==> config.mk <==
export PLATFORM = sky130hd
export DESIGN_NAME = bit_err_inserter
export DESIGN_NICKNAME = d
export VERILOG_FILES = /design/src/rtl/bit_err_inserter.sv
export SDC_FILE = /design/constraint.sdc
export NUM_CORES = 1
export LEC_CHECK = 0
export BUFFER_PORTS_ARGS = -buffer_cell sky130_fd_sc_hd__buf_2
export CAP_MARGIN = 15
export CORE_MARGIN = 8
export CORE_UTILIZATION = 50
export DETAILED_ROUTE_END_ITERATION = 16
export GPL_ROUTABILITY_DRIVEN = 0
export PLACE_DENSITY = 0.76
export SLEW_MARGIN = 25
export SYNTH_ARGS = -nofsm -noshare
export SYNTH_HDL_FRONTEND = slang
export SYNTH_SLANG_ARGS = --single-unit
export TNS_END_PERCENT = 5
==> constraint.sdc <==
create_clock -name clk -period 10.8 [get_ports clk]
set_clock_uncertainty 0.15 [all_clocks]
set_input_delay 0.54 -clock clk [delete_from_list [all_inputs] [get_ports clk]]
set_output_delay 0.54 -clock clk [all_outputs]
set_load 0.005 [all_outputs]
==> src/rtl/bit_err_inserter.sv <==
module bit_err_inserter #(
  parameter int EXP_W = 3,
  parameter int SYNC_STAGES = 2
) (
  input  logic             clk,
  input  logic             rst_n,
  input  logic             bit_valid,
  input  logic             pat_bit,
  input  logic [EXP_W-1:0] rate_sel,
  input  logic             single_en,
  input  logic             sw_strobe,
  input  logic             man_pin,
  output logic             err_bit,
  output logic             err_pulse
);
  localparam int MAX_EXP = (1 << EXP_W) - 1;
  localparam int CW = $clog2(10 ** MAX_EXP);

  function automatic logic [CW-1:0] dec_pow(input logic [EXP_W-1:0] e);
    logic [CW-1:0] p;
    p = CW'(1);
    for (int i = 0; i < MAX_EXP; i++)
      if (i < int'(e)) p = p * CW'(10);
    return p;
  endfunction

  logic [EXP_W-1:0] rate_q;
  logic [CW-1:0]    cnt_q;
  logic [CW-1:0]    lim;
  logic             rate_on, chg, term, rate_hit;

  assign lim      = dec_pow(rate_sel);
  assign rate_on  = (rate_sel != '0);
  assign chg      = (rate_sel != rate_q);
  assign term     = (cnt_q == lim - CW'(1));
  assign rate_hit = bit_valid & rate_on & ~chg & term;

  always_ff @(posedge clk or negedge rst_n) begin
    if (!rst_n) begin
      rate_q <= '0;
      cnt_q  <= '0;
    end else begin
      rate_q <= rate_sel;
      if (chg)
        cnt_q <= '0;
      else if (bit_valid && rate_on)
        cnt_q <= term ? '0 : cnt_q + CW'(1);
    end
  end

  logic [SYNC_STAGES:0] pin_sh;
  logic pin_rise, req, pend_q, serve;

  always_ff @(posedge clk or negedge rst_n) begin
    if (!rst_n) pin_sh <= '0;
    else        pin_sh <= {pin_sh[SYNC_STAGES-1:0], man_pin};
  end

  assign pin_rise = pin_sh[SYNC_STAGES-1] & ~pin_sh[SYNC_STAGES];
  assign req      = single_en & (sw_strobe | pin_rise);
  assign serve    = pend_q & bit_valid;

  always_ff @(posedge clk or negedge rst_n) begin
    if (!rst_n) pend_q <= 1'b0;
    else        pend_q <= single_en & ((pend_q & ~bit_valid) | req);
  end

  assign err_pulse = rate_hit | serve;
  assign err_bit   = pat_bit ^ err_pulse;
endmodule


Word-level counts from Yosys, hierarchy flattened:

Cells that the tools add are included.

* flip-flop bits (word level): 31

* order comparisons: 7
* add/sub/neg operators: 2
* multiplexer cells: 10
* eq/ne operators: 2
* reduce and logical (&&, ||, !) cells: 3
* bitwise gates (word level): 15
* multipliers: 6

Operator list (count)
* $mux W24: 9
* $mul A24 B3 Y23 const B: 6
* $add A24 B1 Y24 const B: 1
* $eq A24 B24 Y1: 1
* $sub A24 B1 Y24 const B: 1
* $lt A3 B3 Y1 const A: 3
* $and A1 B1 Y1: 8
* $lt A1 B3 Y1 const A: 2
* $lt A2 B3 Y1 const A: 2
* $mux W4: 1
* $ne A3 B3 Y1: 1
* $not A1 Y1: 3
* $or A1 B1 Y1: 3
* $reduce_bool A3 Y1: 1
* $reduce_bool A2 Y1: 1
* $logic_and A1 B1 Y1: 1
* $xor A1 B1 Y1: 1

Depth between registers and ports, before layout:

Gate-level depths: netlist of the first run.

* depth in word-level cells: 19
* gate-level depth with buffers: 44

Least setup slack after synthesis of the first run:

Ideal clock, no wire load.

* path type: input to output
* start: input rate_sel[2]
* end: output err_bit
* slack: 2.297 ns
* data arrival time: 7.813 ns
* stages: 37
* data required time: 10.110 ns
* path buffers: 3
* cells stage by stage: buf_4 -> inv_2 -> clkbuf_1 -> clkbuf_1 -> nand2_1 -> ha_1 -> ha_1 -> a221o_1 -> a31oi_2 -> a21boi_2 -> nor3b_1 -> ha_1 -> ha_1 -> nand2_1 -> o21ai_0 -> a211oi_1 -> xnor2_1 -> a21oi_1 -> nor2_1 -> ha_1 -> ha_1 -> nand2_1 -> nor2_1 -> nand3_1 -> and3_1 -> o31ai_1 -> ha_1 -> xor2_1 -> nand3_1 -> o311ai_0 -> or4_1 -> nor4_1 -> and4bb_1 -> and4_1 -> nand2_1 -> o21ai_1 -> xor2_1

* longest elaborated chain between the ends: 19
* elaborated cells on any way between the ends: 30
* classes of those cells: add/sub (1); mul (6); order compare (7); eq/ne (2); mux (7); bitwise (6); reduce/logical (1)

Ends and longest elaborated chain
* from (decl): RTL line 9 `input logic [EXP_W-1:0] rate_sel,`
* $lt A1 B3 Y1: RTL line 23 `if (i < int'(e)) p = p * CW'(10);`
* $mux W4: RTL line 23
* $mul A24 B3 Y23: RTL line 23
* $mux W24: RTL line 23
* $mul A24 B3 Y23: RTL line 23
* $mux W24: RTL line 23
* $mul A24 B3 Y23: RTL line 23
* $mux W24: RTL line 23
* (+4 left out)
* $mul A24 B3 Y23: RTL line 23
* $mux W24: RTL line 23
* $sub A24 B1 Y24: RTL line 35 `assign term = (cnt_q == lim - CW'(1));`
* $eq A24 B24 Y1: RTL line 35
* $and A1 B1 Y1 *: RTL line 36 `assign rate_hit = bit_valid & rate_on & ~chg & term;`
* $or A1 B1 Y1 *: RTL line 68 `assign err_pulse = rate_hit | serve;`
* via err_pulse: RTL line 14 `output logic err_pulse`
* $xor A1 B1 Y1 *: RTL line 69 `assign err_bit = pat_bit ^ err_pulse;`
* to (decl): RTL line 13 `output logic err_bit,`

The timed path passes the listed nets; every way through them passes the cells marked *.

Worst setup path in the final report of the first run:

* start: input rate_sel[2]
* end: output err_bit

* longest elaborated chain between the ends: 19
* elaborated cells on any way between the ends: 30
* classes of those cells: add/sub (1); mul (6); order compare (7); eq/ne (2); mux (7); bitwise (6); reduce/logical (1)

Ends and longest elaborated chain (RTL line)
* $lt A1 B3 Y1: 23
* $mux W4: 23
* $mul A24 B3 Y23: 23
* $mux W24: 23
* $mul A24 B3 Y23: 23
* $mux W24: 23
* $mul A24 B3 Y23: 23
* $mux W24: 23
* (+3 left out)
* $mux W24: 23
* $mul A24 B3 Y23: 23
* $mux W24: 23
* $sub A24 B1 Y24: 35
* $eq A24 B24 Y1: 35
* $and A1 B1 Y1 *: 36
* $or A1 B1 Y1 *: 68
* $xor A1 B1 Y1 *: 69

Mark *: on every way between the ends. The rest lies on a longest branch, timed or not.

==> flow_summary_export.csv, run 1 <==
group,metric,value,unit
clocking,cts-resized-gates,0,
grt,grt_antenna_before_repair,0,
clocking,cts_buffers,5,
die,rows,37,
clocking,path_clk_slew,60,ps
layout,drive_gt1_frac,0.0556,
critical_path,required,10110,ps
yosys,seq_area_frac_synth,0.147,
yosys,avgSynthCellArea,7.60,sq um
route,via_per_inst,6.35,
die,die_area,14100,sq um
die,coreArea,10300,sq um
yosys,ys.flop_type,"dfrtp_1",
die,start_util,0.513,
die,pin_count,12,
yosys,synth_edf_count,0,
clocking,insertion_delay,280,ps
flow_run,maxCapViolCount,0,
sta,tightest_slew,756,ps
critical_path,cp-start-kind,"input port",
layout,area_growth,3.14,%
sta,hold-worst-slack,152,ps
placement,post-place-ws,1470,ps
route,wl_per_cell,16.9,microns
clocking,cts.path.max_buffers,2,
layout,fill_cells,972,
sta,finalSetupTns,0,ps
yosys,netlist_area,5290,sq um
clocking,cts_tree,"done",
sta,period_share,0.875,
die,fp.dieW,119,microns
route,antenna_left,0,
hold_path,hold_class,"in2async",
grt,grt_remaining_overflow,0,
route,drc,0,
yosys,ys_seq_elements,31,
critical_path,worst_path_most_repeated_cell,"ha_1",
sta,min_period,9450,ps
route,firstDrtPassIters,6,
pwr,leakagePower,2.56,nW
yosys,syn_inst,696,
route,wl,13.8,mm
layout,layout.cells.non_filler,820,
sta,final-hold-violation-count,0,
placement,port-buffer-count,11,
pwr,peakVddDrop,0.0683,mV
sta,setup_ws,1350,ps
clocking,cts-root-buf,"clkbuf_8",
grt,grt_use_total,0.191,
placement,dp_hpwl,10.8,mm
route,drt_iter0_markers,417,
critical_path,slowest_delay,440,ps
clocking,post_cts_buffers,0,
yosys,synthArstFlopShare,1.00,
clocking,htreeDepth,2,
critical_path,critPathCaptureType,"output port",
run_status,status,"finished clean",
die,die_height,119,microns
sta,setup_viol,0,
sta,max_freq,106,MHz
critical_path,worstSetupPathType,"in2out",
critical_path,critPathSlowestCell,"or4_1",
yosys,yosysWarnings,0,
critical_path,worstPathMaxFanout,28,
critical_path,worst-endpoint-arrival,8760,ps
route,vias,5203,
pwr,powerDensity,93.4,nW/um^2
sta,slew_viol_final,0,
clocking,cts.sinks,31,
grt,grt_pass1_vias,4911,
layout,diodes,0,
grt,grt_max_degree,32,
yosys,synth.distinct_cells,76,
sta,max_slew_margin,0.496,
grt,grt_pass1_wl,23.1,mm
clocking,cts-hold-fix-buffers,0,
placement,dp.cells,812,
layout,final_nets,788,
sta,rsz0062_at_grt,"false",
-- area by class of cell --
cell class,count,area [sq um],share of cell area
clock buffer,7,76.3,0.0140
clock inverter,1,5.00,0.000917
inverter,23,86.3,0.0158
multi-input combinational,607,4260,0.780
sequential,31,776,0.142
tap,136,170,0.0312
timing repair buffer,15,85.1,0.0156
-- power breakdown --
group / internal, mW / switching [mW] / leakage (nW)
clock network: 0.0452 / 0.0425 / 0.0422
registers: 0.118 / 0.000906 / 0.418
logic: 0.118 / 0.186 / 2.10
total: 0.281 / 0.229 / 2.56
-- per-stage QoR --
step / util / total power [mW] / cell area [sq um]
6_report: 0.529 / 0.510 / 5460
5_1_grt: 0.529 / 0.553 / 5460
4_1_cts: 0.529 / 0.505 / 5460
3_5_place_dp: 0.521 / 0.417 / 5380
3_3_place_gp: 0.520 / 0.406 / 5370
2_1_floorplan: - / 0.352 / 5310
-- cells in the mapped netlist (8+ instances only) --
cell      count  area share
nand4_1      10       0.012
mux2i_1      14       0.026
a31oi_1       9       0.011
xnor2_1      14       0.023
o21ai_0      33       0.031
nor3_1       13       0.012
clkbuf_1     21       0.015
nand2b_1      8      0.0095
xor2_1       17       0.028
ha_1         92        0.22
buf_2        10      0.0095
a21oi_1      42       0.040
and3_1        9       0.011
nand2_1      71       0.050
inv_1        22       0.016
or3_1        13       0.015
dfrtp_1      31        0.15
and2_1       11       0.013
nand3_1      48       0.045
nor2_1       67       0.048
o211ai_1      8       0.011
-- critical path: cells and delay by family --
kind | cells | cell delay (ps)
AO/OA/AOI/OAI | 9 | 1950
XOR/XNOR | 3 | 550
adder cells (fa/ha/maj) | 7 | 2150
buffers and inverters | 3 | 850
AND/OR/NAND/NOR | 14 | 2720
-- metal layers --
| layer | wire [microns] | GRT usage | vias to the layer above | part of all wire |
|---|---|---|---|---|
| li1 | - | - | 2547 | - |
| met4 | 408 | 0.0759 | 0 | 0.030 |
| met1 | 6380 | 0.252 | 2441 | 0.46 |
| met2 | 6360 | 0.311 | 175 | 0.46 |
| met3 | 677 | 0.0246 | 40 | 0.049 |
| met5 | 0 | 0 | - | 0 |
-- cells in the final DEF, fill, tap and decap left out, drive strengths merged, types with 6 or more instances in the layout --
| master | n |
|---|---|
| o211ai | 8 |
| o21ai | 38 |
| xor2 | 17 |
| inv | 23 |
| nor3 | 14 |
| clkbuf | 7 |
| or3 | 13 |
| and3 | 9 |
| nand2b | 8 |
| ha | 92 |
| o31ai | 7 |
| a21o | 7 |
| conb | 6 |
| a211oi | 6 |
| nor2 | 67 |
| and2 | 11 |
| dfrtp | 31 |
| nand2 | 72 |
| nand4 | 10 |
| mux2i | 14 |
| a21oi | 43 |
| nand3 | 48 |
| xnor2 | 14 |
| buf | 15 |
| a31oi | 10 |
-- sequential cells by signal, summed over array words and instances (netlist names) --
name    cells
pend_q      1
cnt_q      24
pin_sh      3
rate_q      3
-- kinds of logic (layout without fill, tap and decap cells) --
group           count (synthesis)  in the layout  synth area share
flops                          31             31             0.147
fa+ha+maj                      95             95             0.229
xor+xnor                       31             31            0.0513
other cells                     2              6           0.00142
mux                            19             19            0.0392
buf+inv                        62             46            0.0527
compound gates                172            172             0.215
simple gates                  284            284             0.265
-- path summary, 6_finish.rpt --
check / endpoint / cells past startpoint / slack (ps) / start
worst max register to register: cnt_q[5] / 9 / 7590 / cnt_q[16]
min in group clk: pin_sh[1] / 0 / 210 / pin_sh[0]
worst min-delay path: cnt_q[16] / 1 / 150 / rst_n
worst min register to register: pin_sh[1] / 0 / 210 / pin_sh[0]
worst max-delay path: err_bit / 36 / 1350 / rate_sel[2]
max in group asynchronous: rate_q[1] / 1 / 9900 / rst_n
Note: power is estimated with default switching activity, not from simulation.
==> run 2, diff against run 1 <==
--- a/config.mk
+++ b/config.mk
@@ -5,7 +5,7 @@
 export SDC_FILE = /design/constraint.sdc
 export NUM_CORES = 1
 export LEC_CHECK = 0
-export BUFFER_PORTS_ARGS = -buffer_cell sky130_fd_sc_hd__buf_2
+export BUFFER_PORTS_ARGS = -buffer_cell sky130_fd_sc_hd__clkbuf_2
 export CAP_MARGIN = 15
 export CORE_MARGIN = 8
 export CORE_UTILIZATION = 50
==> flow_summary_export.csv, run 2 (synthesis gave the netlist of run 1 again) <==
group,metric,value,unit
route,drt_iter0_markers,422,
die,coreArea,10300,sq um
sta,final-hold-violation-count,0,
route,antenna_left,0,
die,rows,37,
pwr,peakVddDrop,0.0757,mV
sta,slew_viol_final,0,
critical_path,slowest_delay,480,ps
grt,grt_remaining_overflow,0,
grt,grt_antenna_before_repair,0,
critical_path,critPathSlowestCell,"inv_2",
clocking,cts-resized-gates,0,
clocking,cts-hold-fix-buffers,0,
grt,grt_pass1_vias,5060,
sta,max_freq,105,MHz
critical_path,critPathCaptureType,"output port",
die,die_height,119,microns
clocking,path_clk_slew,70,ps
route,drc,0,
run_status,status,"finished clean",
clocking,cts.sinks,31,
layout,final_common_cell,"ha_1",
clocking,htreeDepth,2,
die,die_area,14100,sq um
clocking,cts.path.max_buffers,2,
route,wl,14.0,mm
sta,finalSetupTns,0,ps
hold_path,hold_class,"in2async",
sta,max_slew_margin,0.486,
die,pin_count,12,
route,wl_per_cell,17.0,microns
pwr,leakagePower,2.58,nW
clocking,post_cts_buffers,0,
critical_path,worstSetupPathType,"in2out",
sta,rsz0062_at_grt,"false",
grt,grt_use_total,0.197,
placement,port-buffer-count,11,
pwr,powerDensity,99.0,nW/um^2
die,start_util,0.513,
critical_path,worst-endpoint-arrival,8840,ps
layout,drive_gt1_frac,0.0585,
critical_path,worst_path_most_repeated_cell,"ha_1",
clocking,cts_buffers,5,
layout,largest_reg_flops,24,
critical_path,r2r_setup_slack,7580,ps
layout,final_core_util,0.532,
die,fp.dieW,119,microns
sta,setup_viol,0,
flow_run,maxCapViolCount,0,
layout,area_growth,3.83,%
sta,period_share,0.882,
placement,dp_hpwl,10.9,mm
layout,largest_register,"cnt_q",
route,firstDrtPassIters,6,
route,via_per_inst,6.38,
clocking,insertion_delay,290,ps
route,vias,5228,
critical_path,worstPathMaxFanout,28,
grt,grt_max_degree,32,
clocking,cts_tree,"done",
layout,final_nets,788,
critical_path,required,10110,ps
layout,diodes,0,
sta,min_period,9530,ps
clocking,cts-root-buf,"clkbuf_8",
sta,tightest_slew,771,ps
layout,reg.largest.list,"cnt_q: 24 flops, pin_sh: 3 flops, rate_q: 3 flops",
layout,final_cell_mix,"ha_1, nand2_1, nor2_1",
grt,grt_pass1_wl,23.8,mm
critical_path,cp-start-kind,"input port",
[run 2: cell count changes in the layout (fill, tap and decap cells not counted), sizes merged]
cell	previous run	this run
buf	15	4
clkbuf	7	17
bufinv	0	1
[run 2: path summary, 6_finish.rpt]
check,from,end,depth (start not counted)
worst max register to register,cnt_q[16],cnt_q[8],9
max in group asynchronous,rst_n,cnt_q[6],1
worst max-delay path,rate_sel[2],err_bit,36
worst min register to register,pin_sh[0],pin_sh[1],0
min in group clk,pin_sh[0],pin_sh[1],0
worst min-delay path,rst_n,cnt_q[18],1
[run 2: worst max-delay path, delay by kind of cell]
family                   cells  cell delay (ps)
AO/OA/AOI/OAI                9             1820
XOR/XNOR                     3              620
adder cells (fa/ha/maj)      7             2210
buffers and inverters        3              950
AND/OR/NAND/NOR             14             2650
[run 2: power by group]
part | internal (mW) | leakage [nW] | switching (mW) | total (mW)
registers | 0.118 | 0.418 | 0.000971 | 0.119
logic | 0.118 | 2.10 | 0.186 | 0.304
clock network | 0.0746 | 0.0612 | 0.0465 | 0.121
[run 2: routing by layer]
metal	vias up	wire length [microns]	GRT usage	part of all wire
met2	192	6450	0.331	0.46
met4	0	430	0.0743	0.031
met5	-	0	0	0
met1	2451	6380	0.256	0.46
met3	41	710	0.0222	0.051
li1	2544	-	-	-
[run 2: through the flow]
stage / hold WS, ps / setup WS, ps / power (mW) / area, sq um / cells
floorplan: 94.4 / 2300 / 0.352 / 5310 / 700
global placement: 193 / 1740 / 0.405 / 5370 / 812
detailed placement: 186 / 1400 / 0.416 / 5380 / 812
CTS: 190 / 1360 / 0.540 / 5500 / 820
global route: 208 / 481 / 0.588 / 5500 / 820
finish: 165 / 1270 / 0.544 / 5500 / 820
[run 2: area by class of cell]
cell class              instances  area [sq um]
clock buffers                   6          82.6
well taps                     136           170
inverters                      23          86.3
multi-input cells             607          4260
repair buffers                 15          85.1
fillers                       953          4830
clock inverters                 2          35.0
flip-flops and latches         31           776
